<file path="src/rtl/ldpc_bf_pkg.sv">
package ldpc_bf_pkg;
   localparam int N  = 8;
   localparam int M  = 4;
   localparam int K  = 4;
   localparam int PW = $clog2(N);
   localparam int CW = $clog2(M + 1);

   // Row r, bit c set when check r covers codeword bit c
   localparam logic [M-1:0][N-1:0] H_MAT = {8'h59, 8'hE4, 8'h27, 8'h9A};

   typedef enum logic [1:0] {ST_IDLE, ST_RUN, ST_DONE} dec_state_t;

   function automatic logic [M-1:0] check_vec(input logic [N-1:0] w);
      logic [M-1:0] s;
      for (int r = 0; r < M; r++) s[r] = ^(w & H_MAT[r]);
      return s;
   endfunction
endpackage

</file>
<file path="src/rtl/ldpc_chk_nodes.sv">
module ldpc_chk_nodes #(
   parameter int N = 8,
   parameter int M = 4,
   parameter logic [M-1:0][N-1:0] H = '0
) (
   input  logic [N-1:0] word,
   output logic [M-1:0] fail
);
   for (genvar r = 0; r < M; r++) begin : g_row
      assign fail[r] = ^(word & H[r]);
   end
endmodule

</file>
<file path="src/rtl/ldpc_bit_nodes.sv">
module ldpc_bit_nodes #(
   parameter int N = 8,
   parameter int M = 4,
   parameter logic [M-1:0][N-1:0] H = '0,
   localparam int CW = $clog2(M + 1)
) (
   input  logic [M-1:0] fail,
   output logic [N-1:0] flip
);
   logic [CW-1:0] votes [N];
   logic [CW-1:0] top;

   always_comb begin
      for (int b = 0; b < N; b++) begin
         votes[b] = '0;
         for (int r = 0; r < M; r++)
            votes[b] = votes[b] + CW'(fail[r] & H[r][b]);
      end
   end

   always_comb begin
      top = '0;
      for (int b = 0; b < N; b++)
         if (votes[b] > top) top = votes[b];
   end

   for (genvar b = 0; b < N; b++) begin : g_flip
      assign flip[b] = (top != '0) && (votes[b] == top);
   end
endmodule

</file>
<file path="src/rtl/ldpc_msg_pick.sv">
module ldpc_msg_pick #(
   parameter int N  = 8,
   parameter int K  = 4,
   parameter int PW = 3,
   parameter logic [K-1:0][PW-1:0] POS = '0
) (
   input  logic [N-1:0] word,
   input  logic         en,
   output logic [K-1:0] msg
);
   for (genvar i = 0; i < K; i++) begin : g_pick
      assign msg[i] = en & word[POS[i]];
   end
endmodule

</file>
<file path="src/rtl/ldpc_bf_dec.sv">
module ldpc_bf_dec
   import ldpc_bf_pkg::*;
#(
   parameter int MAX_ITER = 10,
   parameter logic [K-1:0][PW-1:0] MSG_POS = {3'd7, 3'd6, 3'd5, 3'd4},
   localparam int ITER_W = $clog2(MAX_ITER + 1)
) (
   input  logic              clk,
   input  logic              rst_n,
   input  logic              in_valid,
   output logic              in_ready,
   input  logic [N-1:0]      in_word,
   output logic              out_valid,
   input  logic              out_ready,
   output logic [N-1:0]      out_word,
   output logic [K-1:0]      out_msg,
   output logic              out_ok,
   output logic [ITER_W-1:0] out_iters
);
   if (MAX_ITER < 1) begin : g_bad_iter
      $error("MAX_ITER must be at least 1");
   end
   for (genvar i = 0; i < K; i++) begin : g_pos_chk
      if (MSG_POS[i] >= N) begin : g_bad_pos
         $error("MSG_POS entry out of range");
      end
   end

   dec_state_t        state_q;
   logic [N-1:0]      word_q;
   logic [ITER_W-1:0] iter_q;
   logic              ok_q;
   logic [M-1:0]      fail_w;
   logic [N-1:0]      flip_w;

   ldpc_chk_nodes #(.N(N), .M(M), .H(H_MAT)) u_chk (
      .word (word_q),
      .fail (fail_w)
   );

   ldpc_bit_nodes #(.N(N), .M(M), .H(H_MAT)) u_bit (
      .fail (fail_w),
      .flip (flip_w)
   );

   ldpc_msg_pick #(.N(N), .K(K), .PW(PW), .POS(MSG_POS)) u_pick (
      .word (word_q),
      .en   (ok_q),
      .msg  (out_msg)
   );

   always_ff @(posedge clk) begin
      if (!rst_n) begin
         state_q <= ST_IDLE;
         word_q  <= '0;
         iter_q  <= '0;
         ok_q    <= 1'b0;
      end else begin
         unique case (state_q)
            ST_IDLE: if (in_valid) begin
               word_q  <= in_word;
               iter_q  <= '0;
               ok_q    <= 1'b0;
               state_q <= ST_RUN;
            end
            ST_RUN: begin
               if (fail_w == '0) begin
                  ok_q    <= 1'b1;
                  state_q <= ST_DONE;
               end else if (iter_q == ITER_W'(MAX_ITER)) begin
                  ok_q    <= 1'b0;
                  state_q <= ST_DONE;
               end else begin
                  word_q <= word_q ^ flip_w;
                  iter_q <= iter_q + 1'b1;
               end
            end
            ST_DONE: if (out_ready) state_q <= ST_IDLE;
            default: state_q <= ST_IDLE;
         endcase
      end
   end

   assign in_ready  = (state_q == ST_IDLE);
   assign out_valid = (state_q == ST_DONE);
   assign out_word  = word_q;
   assign out_ok    = ok_q;
   assign out_iters = iter_q;
endmodule

</file>
<file path="config.mk">
export PLATFORM = sky130hd
export DESIGN_NAME = ldpc_bf_dec
export DESIGN_NICKNAME = d
export VERILOG_FILES = /design/src/rtl/ldpc_bf_pkg.sv /design/src/rtl/ldpc_chk_nodes.sv /design/src/rtl/ldpc_bit_nodes.sv /design/src/rtl/ldpc_msg_pick.sv /design/src/rtl/ldpc_bf_dec.sv
export SDC_FILE = /design/constraint.sdc
export NUM_CORES = 1
export LEC_CHECK = 0
export BUFFER_PORTS_ARGS = -buffer_cell sky130_fd_sc_hd__buf_4
export CAP_MARGIN = 20
export CORE_MARGIN = 5
export CORE_UTILIZATION = 30
export CTS_CLUSTER_SIZE = 25
export DETAILED_ROUTE_END_ITERATION = 8
export HOLD_SLACK_MARGIN = 0.06
export MAX_ROUTING_LAYER = met4
export PLACE_DENSITY = 0.48
export SKIP_CTS_REPAIR_TIMING = 1
export SLEW_MARGIN = 20
export SYNTH_ARGS = -nofsm -noshare
export SYNTH_HDL_FRONTEND = slang
export SYNTH_HIERARCHICAL = 1
export SYNTH_SLANG_ARGS = --single-unit
</file>
<file path="constraint.sdc">
create_clock -name clk -period 8.55 [get_ports clk]
set_input_delay 1.71 -clock clk [delete_from_list [all_inputs] [get_ports clk]]
set_output_delay 1.71 -clock clk [all_outputs]
set_load 0.05 [all_outputs]
</file>
## After elaboration in Yosys (flattened, before gate mapping)

Index checks and enable logic that the tools add are counted.
W data, S select, Z words.

- Input bits: 12
- Output and inout port bits: 19
- Flip-flop bits (word level): 15
- Logic and storage cells: 80

- Bitwise gates (word level): 5
- Order comparisons: 8
- Eq/ne operators: 14
- Reductions and logical operators: 17
- Add/subtract/negate cells: 7
- Multiplexer cells: 25

Operator list:

| operator | count |
|---|---|
| $reduce_xor A8 Y1 | 4 |
| $mux W8 | 3 |
| $mux W3 | 7 |
| $gt A3 B3 Y1 | 6 |
| $pmux W8 S2 | 1 |
| $add A1 B1 Y2 | 6 |
| $eq A2 B3 Y1 | 4 |
| $mux W4 | 3 |
| $mux W2 | 5 |
| $pmux W4 S2 | 1 |
| $xor A8 B8 Y8 | 1 |
| $eq A3 B3 Y1 | 2 |
| $logic_and A1 B1 Y1 | 6 |
| $ne A2 B2 Y1 const B | 3 |
| $pmux W2 S3 | 1 |
| $reduce_and A3 Y1 | 2 |
| $add A4 B1 Y4 const B | 1 |
| $and A1 B1 Y1 | 4 |
| $eq A4 B4 Y1 const B | 1 |
| $logic_not A4 Y1 | 1 |
| $reduce_and A4 Y1 | 1 |
| $gt A2 B3 Y1 | 1 |
| $gt A3 B1 Y1 const B | 1 |
| $mux W1 | 3 |
| other kinds (8) | 8 |

## Depth between registers and ports, before layout

Gate-level depths: netlist of run 1.

- Depth in word-level cells: 24
- Gate-level depth with buffers: 44
- Mapped depth without buffers: 42

## By module

The synthesis of run 1 kept the hierarchy.

By module, submodules not included:

| module | area each (sq um) | times used | sequential area each (sq um) | cells each |
|---|---|---|---|---|
| ldpc_bit_nodes | 1031.0 | 1 | 0.0 | 137 |
| ldpc_bf_dec | 829.5 | 1 | 300.3 | 99 |
| ldpc_chk_nodes | 102.6 | 1 | 0.0 | 10 |
| ldpc_msg_pick | 25.0 | 1 | 0.0 | 4 |

## Worst setup path after synthesis of run 1

OpenSTA, ideal clock, no wires.

- Path kind: register to register
- Start: register word_q[2], in the netlist out_word[2]
- End: register word_q[4], in the netlist out_word[4]
- Library setup time: 0.074 ns
- Stages on the path, launching flop included: 44
- Required time: 8.476 ns
- Arrival: 8.219 ns
- Setup slack: 0.257 ns
- Path buffers: 2
- Clock period less this slack: 8.293 ns
- Path through: dfxtp_1 > xor2_2 > xnor2_1 > ha_1 > inv_2 > ha_1 > nor2b_1 > o21ai_1 > and2_1 > ha_1 > and2b_1 > or2_1 > a31oi_4 > inv_1 > ha_1 > nor2b_1 > o21ai_2 > nor2_1 > [8 not listed] > o22ai_1 > nand3_2 > o221ai_4 > ha_1 > nor2_1 > o22ai_1 > o21ai_0 > ha_1 > nand2_1 > o21a_1 > or3_1 > buf_2 > and3_1 > a31oi_1 > o211ai_1 > buf_4 > a21o_1 > a31oi_1

- Longest elaborated chain between the ends: 24
- Elaborated cells between the ends (all ways): 33
- Those cells by class: 5 x add/sub; 8 x order compare; 2 x eq/ne; 11 x mux; 1 x bitwise; 6 x reduce/logical

Ends and longest elaborated chain:

| element | RTL line | source |
|---|---|---|
| from (decl) | ldpc_bf_dec.sv:30 | `logic [N-1:0] word_q;` |
| from (signal assigned) | ldpc_bf_dec.sv:61 | `word_q <= in_word;` |
| from (signal assigned) | ldpc_bf_dec.sv:74 | `word_q <= word_q ^ flip_w;` |
| $reduce_xor A8 Y1 (*) | ldpc_chk_nodes.sv:10 | `assign fail[r] = ^(word & H[r]);` |
| via fail_w[1] | ldpc_bf_dec.sv:33 | `logic [M-1:0] fail_w;` |
| $add A1 B1 Y2 | ldpc_bit_nodes.sv:17 | `votes[b] = votes[b] + CW'(fail[r] & H[r][b]);` |
| $gt A3 B1 Y1 | ldpc_bit_nodes.sv:24 | `if (votes[b] > top) top = votes[b];` |
| $mux W2 | ldpc_bit_nodes.sv:24 |  |
| $gt A3 B3 Y1 | ldpc_bit_nodes.sv:24 |  |
| $mux W3 | ldpc_bit_nodes.sv:24 |  |
| $gt A3 B3 Y1 | ldpc_bit_nodes.sv:24 |  |
| [10 not listed] | - |  |
| $mux W3 (*) | ldpc_bit_nodes.sv:24 |  |
| $eq A2 B3 Y1 / $reduce_bool A3 Y1 (equally long branches) | - |  |
| $logic_and A1 B1 Y1 (*) | - |  |
| via flip_w[3] | ldpc_bf_dec.sv:34 | `logic [N-1:0] flip_w;` |
| $xor A8 B8 Y8 (*) | ldpc_bf_dec.sv:74 |  |
| $mux W8 (*) | ldpc_bf_dec.sv:70 | `end else if (iter_q == ITER_W'(MAX_ITER)) begin` |
| $mux W8 (*) | ldpc_bf_dec.sv:67 | `if (fail_w == '0) begin` |
| $pmux W8 S2 (*) | ldpc_bf_dec.sv:59 | `unique case (state_q)` |

The timed path passes the listed nets; every way through them passes the cells marked *. The select of a mux whose other input is x is not followed.
A chain may end at the register's enable or synchronous reset.

## Final worst setup path of run 1

- Start: register word_q[5], in the netlist out_word[5]
- End: register word_q[3], in the netlist out_word[3]

- Longest elaborated chain between the ends: 24
- Elaborated cells between the ends (all ways): 33
- Those cells by class: 5 x add/sub; 8 x order compare; 2 x eq/ne; 11 x mux; 1 x bitwise; 6 x reduce/logical

Ends and longest elaborated chain:

| element | RTL line | source |
|---|---|---|
| $reduce_xor A8 Y1 (*) | ldpc_chk_nodes.sv:10 |  |
| via fail_w[1] | ldpc_bf_dec.sv:33 |  |
| $add A1 B1 Y2 | ldpc_bit_nodes.sv:17 |  |
| $gt A3 B1 Y1 | ldpc_bit_nodes.sv:24 |  |
| $mux W2 | ldpc_bit_nodes.sv:24 |  |
| $gt A3 B3 Y1 | ldpc_bit_nodes.sv:24 |  |
| $mux W3 | ldpc_bit_nodes.sv:24 |  |
| $gt A3 B3 Y1 | ldpc_bit_nodes.sv:24 |  |
| [10 not listed] | - |  |
| $mux W3 (*) | ldpc_bit_nodes.sv:24 |  |
| $eq A2 B3 Y1 / $reduce_bool A3 Y1 (equally long branches) | ldpc_bit_nodes.sv:28 | `assign flip[b] = (top != '0) && (votes[b] == top);` |
| $logic_and A1 B1 Y1 (*) | ldpc_bit_nodes.sv:28 |  |
| via flip_w[3] | ldpc_bf_dec.sv:34 |  |
| $xor A8 B8 Y8 (*) | ldpc_bf_dec.sv:74 |  |
| $mux W8 (*) | ldpc_bf_dec.sv:70 |  |
| $mux W8 (*) | ldpc_bf_dec.sv:67 |  |
| $pmux W8 S2 (*) | ldpc_bf_dec.sv:59 |  |

Marks and branches as above.

==> impl_metrics.tcl, run 1 <==
set metrics [dict create \
    grt_use_met3_pct 2.40 \
    synth_top_cell_by_area "ha_1" \
    final_cell_mix "buf_4 (37), ha_1 (30), nand2_1 (28)" \
    final_common_cell "buf_4" \
    r2r_cells 42 \
    antenna_found_initial 0 \
    yosysUniqueCellTypes 56 \
    yosys_warnings 6 \
    setup_tns_ps 0 \
    finalCriticalPeriod_ps 7850 \
    crit_path_end_kind "flop" \
    cts-buffers-inserted 3 \
    hold_path_depth 2 \
    multi_input_area_um2 1580 \
    min_from "out_iters[0]" \
    via_per_inst 5.06 \
    cp.arrival_ps 8020 \
    first_pass_iters 4 \
    syn_inst 250 \
    drt_iter0_markers 69 \
    finalCritPeriodShare_pct 91.8 \
    grt_overflow 0 \
    io_buffer_count 30 \
    cts_buffer_depth 2 \
    critPathTopFamily "compound AO/OA/AOI/OAI gates" \
    final_nets 325 \
    hold_viol 0 \
    vias 1816 \
    grt_usage_pct 11.8 \
    synth_top_cell_area_share_pct 18.9 \
    synth_area_um2 1990 \
    ctsRootBufferMaster "clkbuf_8" \
    cp_num_buf_inv 4 \
    diodes 0 \
    maxCapViolCount 0 \
    grt.busiest_layer "met2" \
    use_met1_pct 15.8 \
    yosysSeqAreaShare_pct 15.1 \
    rows 29 \
    hold_end "out_iters[0]" \
    fin_worst_skew_ps 7.38 \
    hold_class "flop to flop" \
    detailed_place_hpwl_mm 3.85 \
    synth_area_leaders "ha_1 (19%), dfxtp_1 (15%), nand2_1 (5.3%)" \
    avgSynthCellArea_um2 7.95 \
    gp_congestion 0.796 \
    die-area_um2 8350 \
    crit_top_cell "ha_1" \
    max_stage_delay_ps 440 \
    grt_pass1_vias 1704 \
    area_growth_pct 20.0 \
    insertion_delay_ps 250 \
    die_x_um 91.4 \
    globalRouteMet2Util_pct 19.0 \
    max_freq_mhz 127 \
    routed_wl_mm 4.78 \
    final-setup-viol-count 0 \
    ff_latch_area_um2 300 \
    status "complete, no violations" \
    critical_path.max_fanout 8 \
    crit_slowest_cell "dfxtp_1" \
    crit_required_ps 8730 \
    post_route_cells_drive_above_1_share_pct 21.6 \
    core_um2 6390 \
    cts_tree "done" \
    setup.worst_path.start_class "flop" \
    regToRegEndpoint "out_word[3]" \
    cts_max_level 1 \
    clk_pin_slew_ps 70 \
    cp_num_cells 42 \
    worst_pin_slew_ps 799 \
    die_y_um 91.4 \
    io_pins 31 \
    synth_edf_count 0 \
    reg2reg_setup_slack_ps 700 \
    ys_ff_latch 15 \
    async_flop_share_pct 0 \
    slew_headroom_pct 46.6 \
    fillers 696 \
    grt_pass1_wl_mm 8.22 \
    rsz0062_at_grt "false" \
    maxSlewViolCount 0 \
    synthFlopType "dfxtp_1" \
    criticalPathCategory "flop to flop" \
    grt_max_degree 24 \
    start_util_pct 31.1 \
    rr_startpoint "out_word[5]" \
    clkSinkCount 15 \
    wl_per_cell_um 13.3 \
    antenna_left 0 \
    drc_errors 0 \
    syn_nets 292 \
]
## worst min-delay path, cell delays in order, from the launching register on
cell and delay (ps):
dfxtp_1 350, nand2_1 70, o31ai_1 50
## flip-flops by register name, indices dropped and copies added (netlist names)
register / count
out_iters: 4
out_ok: 1
out_word: 8
state_q: 2
## routing by layer
layer / vias up / wire length (um)
met5: - / 0
met2: 19 / 2230
li1: 954 / -
met3: 2 / 102
met1: 841 / 2420
met4: 0 / 22
## Yosys cell counts, drive strengths merged, types with 8 or more instances
cell / count
a21o: 9
nand3b: 10
o21ai: 8
nor2: 19
a21oi: 11
a31oi: 13
dfxtp: 15
inv: 22
xnor2: 8
nand2: 28
ha: 30
## worst max-delay path by stage
stage,from,slack (ps),to
final,out_word[5],700,out_word[3]
after global routing,out_word[5],50,out_word[3]
after global placement,out_word[3],290,out_word[3]
after floorplan,out_word[2],260,out_word[4]
after detailed placement,out_word[5],210,out_word[3]
after CTS,out_word[3],200,out_word[3]
## layout make-up
cell class	count	area share, %
Timing Repair Buffer	37	11.6
Tap cell	77	4.04
Clock inverter	1	0.210
Clock buffer	3	1.73
Multi-Input combinational cell	204	66.3
Inverter	22	3.46
Sequential cell	15	12.6
## metrics by stage
stage                     hold slack [ps]  instance area (um^2)  instances  utilization, %  worst slack, ps
after floorplan                       491                  1990        250               -              257
after global placement                508                  2310        355            36.1              294
after detailed placement              510                  2310        355            36.1              213
after CTS                             521                  2350        359            36.9              204
after global routing                  556                  2390        359            37.4             50.7
final                                 521                  2390        359            37.4              703
## kinds of logic after synthesis
family	count (synthesis)	synth area share, %
XOR/XNOR	11	5.60
multiplexers	5	2.52
AND/OR/NAND/NOR	96	26.9
AO/OA/AOI/OAI	62	24.0
flip-flops	15	15.1
adder cells (fa/ha/maj)	30	18.9
buffers and inverters	31	6.92
Power of run 1 is not shown: default switching activity piles up to over one toggle a cycle in this logic, so the estimate is an artifact.
==> inputs of run 2 (changes only) <==
--- a/config.mk
+++ b/config.mk
@@ -5,15 +5,15 @@
 export SDC_FILE = /design/constraint.sdc
 export NUM_CORES = 1
 export LEC_CHECK = 0
-export BUFFER_PORTS_ARGS = -buffer_cell sky130_fd_sc_hd__buf_4
+export BUFFER_PORTS_ARGS = -buffer_cell sky130_fd_sc_hd__buf_2
 export CAP_MARGIN = 20
 export CORE_MARGIN = 5
 export CORE_UTILIZATION = 30
-export CTS_CLUSTER_SIZE = 25
+export CTS_CLUSTER_SIZE = 12
 export DETAILED_ROUTE_END_ITERATION = 8
 export HOLD_SLACK_MARGIN = 0.06
 export MAX_ROUTING_LAYER = met4
-export PLACE_DENSITY = 0.48
+export PLACE_DENSITY = 0.47
 export SKIP_CTS_REPAIR_TIMING = 1
 export SLEW_MARGIN = 20
 export SYNTH_ARGS = -nofsm -noshare
==> constraint.sdc (replaced) <==
create_clock -name clk -period 7.6 [get_ports clk]
set_input_delay 1.52 -clock clk [delete_from_list [all_inputs] [get_ports clk]]
set_output_delay 1.52 -clock clk [all_outputs]
set_load 0.05 [all_outputs]
==> impl_metrics.tcl, run 2 (synthesized netlist as in run 1, its figures left out) <==
set metrics [dict create \
    maxCapViolCount 0 \
    via_per_inst 5.14 \
    critical_path.max_fanout 7 \
    io_buffer_count 30 \
    drc_errors 0 \
    detailed_place_hpwl_mm 4.14 \
    crit_slowest_cell "or3_4" \
    r2r_cells 41 \
    ctsRootBufferMaster "clkbuf_8" \
    io_pins 31 \
    hold_path_depth 2 \
    hold_viol 0 \
    max_stage_delay_ps 400 \
    insertion_delay_ps 250 \
    finalCritPeriodShare_pct 95.1 \
    rows 29 \
    antenna_left 0 \
    worst_pin_slew_ps 827 \
    crit_path_end_kind "flop" \
    gp_congestion 0.753 \
    cp.arrival_ps 7400 \
    hold_class "flop to flop" \
    rr_startpoint "out_word[2]" \
    cts-buffers-inserted 3 \
    final-setup-viol-count 0 \
    final_cell_mix "buf_2 (30), nand2_1 (25), ha_1 (22), buf_4 (22)" \
    cts_tree "done" \
    crit_top_cell "ha_4" \
    maxSlewViolCount 0 \
    area_growth_pct 36.4 \
    hold_end "out_iters[0]" \
    crit_required_ps 7770 \
    die-area_um2 8350 \
    regToRegEndpoint "out_word[0]" \
    antenna_found_initial 0 \
    grt_overflow 0 \
    wl_per_cell_um 14.0 \
    clkSinkCount 15 \
    largest_register_ffs 8 \
    first_pass_iters 4 \
    multi_input_area_um2 1830 \
    status "complete, no violations" \
    finalCriticalPeriod_ps 7230 \
    holdWs_ps 499 \
    start_util_pct 31.1 \
    setup.worst_path.start_class "flop" \
    grt_max_degree 24 \
    core_um2 6390 \
    slew_headroom_pct 44.7 \
    setup_tns_ps 0 \
    drt_iter0_markers 121 \
    min_from "out_iters[0]" \
    fillers 666 \
    final_nets 341 \
    grt_pass1_vias 1796 \
    grt_usage_pct 12.5 \
    final_common_cell "buf_2" \
    die_x_um 91.4 \
    routed_wl_mm 5.23 \
    cts_buffer_depth 2 \
    die_y_um 91.4 \
    post_route_cells_drive_above_1_share_pct 37.6 \
    ff_latch_area_um2 330 \
    vias 1929 \
    reg2reg_setup_slack_ps 370 \
    clk_pin_slew_ps 70 \
    cts_max_level 1 \
    criticalPathCategory "flop to flop" \
    max_freq_mhz 138 \
    grt_pass1_wl_mm 8.58 \
    fin_worst_skew_ps 4.51 \
    diodes 0 \
]
==> run 2: worst max-delay path, delay by kind of cell (launching register included) <==
kind            cells  cell delay, ps
fa+ha+maj           8            2110
compound gates     17            2320
xor+xnor            2             480
mux                 1             170
simple gates        9            1370
flops               1             370
buf+inv             4             290
==> run 2: metal layers <==
layer	wire [um]	vias up	global-route usage, %
li1	-	986	-
met3	146	6	0.992
met4	38	0	2.69
met1	2640	882	17.4
met5	0	-	-
met2	2400	55	19.7
==> run 2: cell type report <==
type | instances | share of cell area [%]
Multi-Input combinational cell | 204 | 67.4
Sequential cell | 15 | 12.2
Timing Repair Buffer | 53 | 12.0
Tap cell | 77 | 3.55
Inverter | 22 | 3.14
Clock buffer | 3 | 1.52
Clock inverter | 1 | 0.185
==> run 2: through the flow <==
step	instances	utilization, %	setup WS, ps	instance area [um^2]
after floorplan	250	-	14.3	2170
after global placement	363	38.7	143	2470
after detailed placement	363	38.7	98.8	2470
after CTS	367	39.4	46.0	2520
after global routing	375	42.5	-129	2710
final	375	42.5	371	2710
==> run 2: worst max path at each step <==
stage                      startpoint           to  slack, ps
after floorplan           out_word[4]  out_word[4]         10
after global placement    out_word[1]  out_word[0]        140
after detailed placement  out_word[1]  out_word[0]        100
after CTS                 out_word[1]  out_word[0]         50
after global routing      out_word[5]  out_word[0]       -130
final                     out_word[2]  out_word[0]        370
Power of run 2 is left out for the same reason.
